===== src/rtl/cbe_pkg.sv =====
package cbe_pkg;

    localparam int QSEL_W = 2;
    localparam int RIDX_W = 4;
    localparam logic [1:0] JUMP_CLASS = 2'b10;

    typedef enum logic [1:0] {
        ST_IDLE   = 2'd0,
        ST_DECIDE = 2'd1,
        ST_LINK   = 2'd2
    } cbe_state_e;

    typedef struct packed {
        logic              is_jump;
        logic              long_form;
        logic              odd_test;
        logic              negate;
        logic              link;
        logic [QSEL_W-1:0] queue;
        logic [RIDX_W-1:0] link_reg;
    } jump_fields_t;

endpackage


===== src/rtl/cbe_decode.sv =====
module cbe_decode
    import cbe_pkg::*;
#(
    parameter int ILEN = 16
) (
    input  logic [ILEN-1:0] instr,
    output jump_fields_t    fields
);
    // Field positions: [0] long form, [2:1] class, [7:4] link register,
    // [8] odd test, [9] negate, [10] link, [12:11] queue.
    always_comb begin
        fields.long_form = instr[0];
        fields.is_jump   = (instr[2:1] == JUMP_CLASS);
        fields.link_reg  = instr[7:4];
        fields.odd_test  = instr[8];
        fields.negate    = instr[9];
        fields.link      = instr[10];
        fields.queue     = instr[12:11];
    end
endmodule


===== src/rtl/cbe_cond.sv =====
module cbe_cond #(
    parameter int XLEN = 32,
    parameter int IMMW = 16
) (
    input  logic [XLEN-1:0] tested,
    input  logic [IMMW-1:0] imm,
    input  logic            long_form,
    input  logic            odd_test,
    input  logic            negate,
    output logic            take
);
    logic [XLEN-1:0] imm_ext;
    logic [XLEN-1:0] mixed;
    logic            raw;

    generate
        if (XLEN > IMMW) begin : g_sext
            assign imm_ext = long_form ? {{(XLEN-IMMW){imm[IMMW-1]}}, imm} : '0;
        end else begin : g_trunc
            assign imm_ext = long_form ? imm[XLEN-1:0] : '0;
        end
    endgenerate

    always_comb begin
        mixed = tested ^ imm_ext;
        raw   = odd_test ? mixed[0] : (mixed == '0);
        take  = raw ^ negate;
    end
endmodule


===== src/rtl/cbe_link.sv =====
module cbe_link #(
    parameter int XLEN       = 32,
    parameter int SHORT_STEP = 2,
    parameter int LONG_STEP  = 4
) (
    input  logic [XLEN-1:0] ip,
    input  logic            long_form,
    output logic [XLEN-1:0] next_ip
);
    localparam logic [XLEN-1:0] SSTEP = XLEN'(SHORT_STEP);
    localparam logic [XLEN-1:0] LSTEP = XLEN'(LONG_STEP);

    assign next_ip = ip + (long_form ? LSTEP : SSTEP);
endmodule


===== src/rtl/cbe_top.sv =====
module cbe_top
    import cbe_pkg::*;
#(
    parameter int XLEN = 32,
    parameter int ILEN = 16,
    parameter int IMMW = 16
) (
    input  logic                clk,
    input  logic                rst_n,
    input  logic                issue_i,
    input  logic [ILEN-1:0]     instr_i,
    input  logic [IMMW-1:0]     imm_i,
    input  logic [XLEN-1:0]     tested_i,
    input  logic [XLEN-1:0]     ip_i,
    output logic                ready_o,
    output logic                resolve_o,
    output logic                taken_o,
    output logic [QSEL_W-1:0]   queue_o,
    output logic                link_we_o,
    output logic [RIDX_W-1:0]   link_reg_o,
    output logic [XLEN-1:0]     link_data_o
);
    cbe_state_e   state_q, state_d;
    jump_fields_t dec;
    jump_fields_t fld_q;
    logic         take_now, take_q;
    logic [XLEN-1:0] nip_now, nip_q;
    logic         accept;

    cbe_decode #(.ILEN(ILEN)) u_decode (
        .instr  (instr_i),
        .fields (dec)
    );

    cbe_cond #(.XLEN(XLEN), .IMMW(IMMW)) u_cond (
        .tested    (tested_i),
        .imm       (imm_i),
        .long_form (dec.long_form),
        .odd_test  (dec.odd_test),
        .negate    (dec.negate),
        .take      (take_now)
    );

    cbe_link #(.XLEN(XLEN)) u_link (
        .ip        (ip_i),
        .long_form (dec.long_form),
        .next_ip   (nip_now)
    );

    assign accept = (state_q == ST_IDLE) && issue_i && dec.is_jump;

    // next-state logic
    always_comb begin
        state_d = state_q;
        unique case (state_q)
            ST_IDLE:   if (accept) state_d = ST_DECIDE;
            ST_DECIDE: state_d = (take_q && fld_q.link) ? ST_LINK : ST_IDLE;
            ST_LINK:   state_d = ST_IDLE;
            default:   state_d = ST_IDLE;
        endcase
    end

    // state register and captured operands
    always_ff @(posedge clk or negedge rst_n) begin
        if (!rst_n) begin
            state_q <= ST_IDLE;
            fld_q   <= '0;
            take_q  <= 1'b0;
            nip_q   <= '0;
        end else begin
            state_q <= state_d;
            if (accept) begin
                fld_q  <= dec;
                take_q <= take_now;
                nip_q  <= nip_now;
            end
        end
    end

    // outputs
    always_comb begin
        ready_o     = 1'b0;
        resolve_o   = 1'b0;
        taken_o     = 1'b0;
        queue_o     = '0;
        link_we_o   = 1'b0;
        link_reg_o  = '0;
        link_data_o = '0;
        unique case (state_q)
            ST_IDLE: ready_o = 1'b1;
            ST_DECIDE: begin
                resolve_o = 1'b1;
                taken_o   = take_q;
                queue_o   = take_q ? fld_q.queue : '0;
            end
            ST_LINK: begin
                link_we_o   = 1'b1;
                link_reg_o  = fld_q.link_reg;
                link_data_o = nip_q;
            end
            default: ready_o = 1'b0;
        endcase
    end
endmodule


===== config.mk =====
export PLATFORM = sky130hd
export DESIGN_NAME = cbe_top
export DESIGN_NICKNAME = d
export VERILOG_FILES = /design/src/rtl/cbe_pkg.sv /design/src/rtl/cbe_decode.sv /design/src/rtl/cbe_cond.sv /design/src/rtl/cbe_link.sv /design/src/rtl/cbe_top.sv
export SDC_FILE = /design/constraint.sdc
export NUM_CORES = 1
export LEC_CHECK = 0
export BUFFER_PORTS_ARGS = -buffer_cell sky130_fd_sc_hd__buf_2
export CAP_MARGIN = 0
export CORE_ASPECT_RATIO = 0.75
export CORE_UTILIZATION = 42
export CTS_CLUSTER_DIAMETER = 30
export CTS_CLUSTER_SIZE = 16
export DETAILED_ROUTE_END_ITERATION = 6
export GPL_TIMING_DRIVEN = 0
export HOLD_SLACK_MARGIN = 0.02
export PLACE_DENSITY = 0.88
export SLEW_MARGIN = 20
export SYNTH_ARGS = -nofsm -noshare
export SYNTH_HDL_FRONTEND = slang
export SYNTH_SLANG_ARGS = --single-unit

===== constraint.sdc =====
create_clock -name clk -period 1.4 [get_ports clk]
set_clock_uncertainty 0.05 [all_clocks]
set_input_delay 0.21 -clock clk [delete_from_list [all_inputs] [get_ports clk]]
set_output_delay 0.21 -clock clk [all_outputs]
set_load 0.005 [all_outputs]

==> results.md <==
* DR WL/cell at 17.2 µm
* Placed cell area at 3750 µm²
* Via Count at 3,361
* Most frequent cell after synthesis: nand2_1
* Crit Path Category: input port to flip-flop
* RSZ-0062 raised after global routing: true
* Slew margin rel. at 35.6%
* Max Clk Rate at 581 MHz
* Switching Share at 30.7%
* Ys flop type: dfrtp_1
* Final HPWL DP at 6470 µm
* Hold Vio Cnt, Final at 0
* Initial antenna violation count at 0
* Drt pass-1 iters at 7
* Met3 demand-to-capacity share in global routing at 5.64%
* Post-layout minimum cycle time at 1.72 ns
* Placeable Area at 6470 µm²
* Die area at 7260 µm²
* Post-synthesis sequential area ratio at 36.2%
* Critical Path RT at 1.54 ns
* Clock group share of total power at 26.7%
* Rows at 25
* Hold-fix buffers, CTS at 0
* Port buffer count at 136
* ANT cells at 0
* Launching point of the worst reg2reg path: state_q[1]
* Largest family of logic cells by synthesized area: simple AND/OR/NAND/NOR gates
* Syn Nets at 459
* Width of the die at 98.0 µm
* M1 GR Usage at 32.0%
* Tot GR Track Use at 26.5%
* Crit-path slowest cell: fa_2
* Worst-path cell chain: buf_8 -> buf_12 -> inv_8 -> ha_4 -> inv_2 -> fa_2 -> nor3_4 -> buf_12 -> nand4_4 -> nor3_4 -> xnor2_1 -> o21ai_2
* Synth Area in Adders at 1.55%
* Post-Syn Instances at 357
* Crit. End Element: flip-flop
* Area Growth Syn to Fin at 76.8%
* Die Span Y at 74.0 µm
* Synth top cells by count: nand2_1, dfrtp_1, and2_1, o21ai_0, xor2_1
* Post-synth cell types at 47
* Post-Place Worst Slack at -0.826 ns
* Worst R2R End: nip_q[16]
* Final Setup Violations at 80
* Number of flops mapped to enable cells by yosys at 0
* IO Pins at 141
* Startpoint class of the critical path: input port
* Status: finished with violations
* Syn_area_per_cell at 8.14 µm²
* Max-slew violation count at 0
* Synth Area in Simple Gates at 36.9%
* Tcrit/Tclk final at 123%
* Clock Tree Root: clkbuf_8
* Failing checks: design-rule violations, negative setup slack
* Vias in the first global route at 3,252
* Xor/xnor share of the synthesized area at 9.95%
* Num CTS Buffers at 5
* Gp weighted congestion at 0.894
* LEAKAGE at 2.44 nW
* Syn Std Cell Area at 2910 µm²
* Final Cell Area at 5140 µm²
* Comb pwr share at 28.1%
* Yosys reg bits at 42
* Fin Hold WS at 0.00869 ns
* Met2 usage at 47.8%
* Leading area contributor after synthesis: dfrtp_1
* Switching power at 1.10 mW
* Max-Cap Viols at 0
* PD cells at 695 nW/µm²
* Iteration-0 DRC Markers at 130
* Flop pwr share at 45.2%
* Clk pin slew, worst setup/hold paths at 0.08 ns
* Setup ws final at -0.321 ns
* Total power at 3.57 mW
* Clock Sinks at 42
* WL final at 10,600 µm
* CP max stage delay at 0.36 ns
* Synth warn at 0
* Starting Density at 44.9%
* Multiplexer area fraction after synthesis at 0%
* DRT antenna net count at 0
* Congestion Overflow GR at 0
* CTS tree: yes
* Non-Filler Instances at 615
* # DRC at 8
* R2R setup slack at -0.23 ns
* H-tree Lvls at 2
* Worst-margin pin slew at 0.967 ns
* First-pass GRT wire length at 15,000 µm
* Pin count of the biggest net entering global routing at 43
* Asr flop ratio synth at 100%
* Post-Place Cells at 574
* Synth top area cells: dfrtp_1, nand2_1, and2_1
* Yosys top cell area share at 36.2%
* Maximum VDD drop at 0.427 mV
* CP max FO at 5
* Reg2Reg Depth at 8
* Int Pwr at 2.47 mW
* Hold WC Path Type: input port to asynchronous set/reset pin
* Final nets at 635
* Compound-gate portion of the synthesized area at 10.8%
* Layout cells sized above 1 at 59.6%
* Max clock buf depth at 2
* GRT busiest layer: met2
* Critical Path AT at 1.86 ns
* Vias per inst at 5.47
* Skew-Pair Late Insertion Delay at 0.28 ns
[through the flow]
stage | TNS, ns | utilization, %
2_1_floorplan | -5.69 | -
3_3_place_gp | -26.09 | 57.9
3_5_place_dp | -27.97 | 57.9
4_1_cts | -18.65 | 71.3
5_1_grt | -23.71 | 79.3
6_report | -18.69 | 79.3
[how the worst max path moves through the flow]
stage	slack, ns	endpoint	start
after detailed placement	-0.83	nip_q[17]	instr_i[0]
after global routing	-0.38	take_q	instr_i[0]
after CTS	-0.35	nip_q[31]	instr_i[0]
after global placement	-0.82	nip_q[13]	instr_i[0]
final	-0.32	nip_q[17]	instr_i[0]
after floorplan	-0.44	nip_q[17]	instr_i[0]
[repair_timing]
action,4_1_cts,5_1_grt
resized for setup,135,127
gates cloned,8,1
buffers inserted,18,8
endpoints found under the setup margin,81,82
pin swaps,76,42
[registers in the layout, summed over array words and instances (netlist names)]
register  count
fld_q         7
state_q       2
nip_q        32
take_q        1
[cells in the final DEF (no fill, tap or decap), types with 11 or more instances in the layout]
cell type,instances
buf_2,98
buf_6,52
dfrtp_1,41
and2_4,36
nand2_1,34
nand2_2,23
o21ai_1,19
xor2_1,18
nand2_4,17
inv_1,16
buf_8,13
xnor2_1,11
o21ai_2,11
[cell type report]
type | instances | area, µm²
Fill cell | 416 | 1340
Clock inverter | 1 | 30.0
Multi-Input combinational cell | 283 | 2230
Buffer | 14 | 239
Tap cell | 81 | 101
Clock buffer | 7 | 76.3
Sequential cell | 42 | 1050
Inverter | 18 | 75.1
Timing Repair Buffer | 169 | 1340
[power groups by stage]
stage | clock network [mW] | registers (mW) | logic (mW)
2_1_floorplan | 0 | 1.52 | 0.365
3_3_place_gp | 0 | 1.54 | 0.642
3_5_place_dp | 0 | 1.55 | 0.675
4_1_cts | 0.957 | 1.55 | 0.824
5_1_grt | 1.00 | 1.64 | 1.10
6_report | 0.954 | 1.62 | 1.00
[critical path, delay by kind of cell]
family	cells	cell delay [ns]
and+or+nand+nor	3	0.49
adders and majority gates	2	0.48
buffers and inverters	5	0.44
xor gates and xnor gates	1	0.16
AOI/OAI and AO/OA	1	0.06
[cells by family (layout without fill, tap and decap cells)]
family                     after synthesis  count (layout)
DFF                                     42              42
xor gates and xnor gates                33              33
adders and majority gates                3               3
and+or+nand+nor                        192             192
buffers and inverters                   32             209
AOI/OAI and AO/OA                       55              55
[layer usage]
| metal | vias to the layer above | wire length (µm) |
|---|---|---|
| li1 | 1574 | - |
| met2 | 126 | 5600 |
| met1 | 1630 | 4180 |
| met5 | - | 0 |
| met3 | 31 | 490 |
| met4 | 0 | 290 |
No activity file was read; power rests on OpenSTA's default activity.
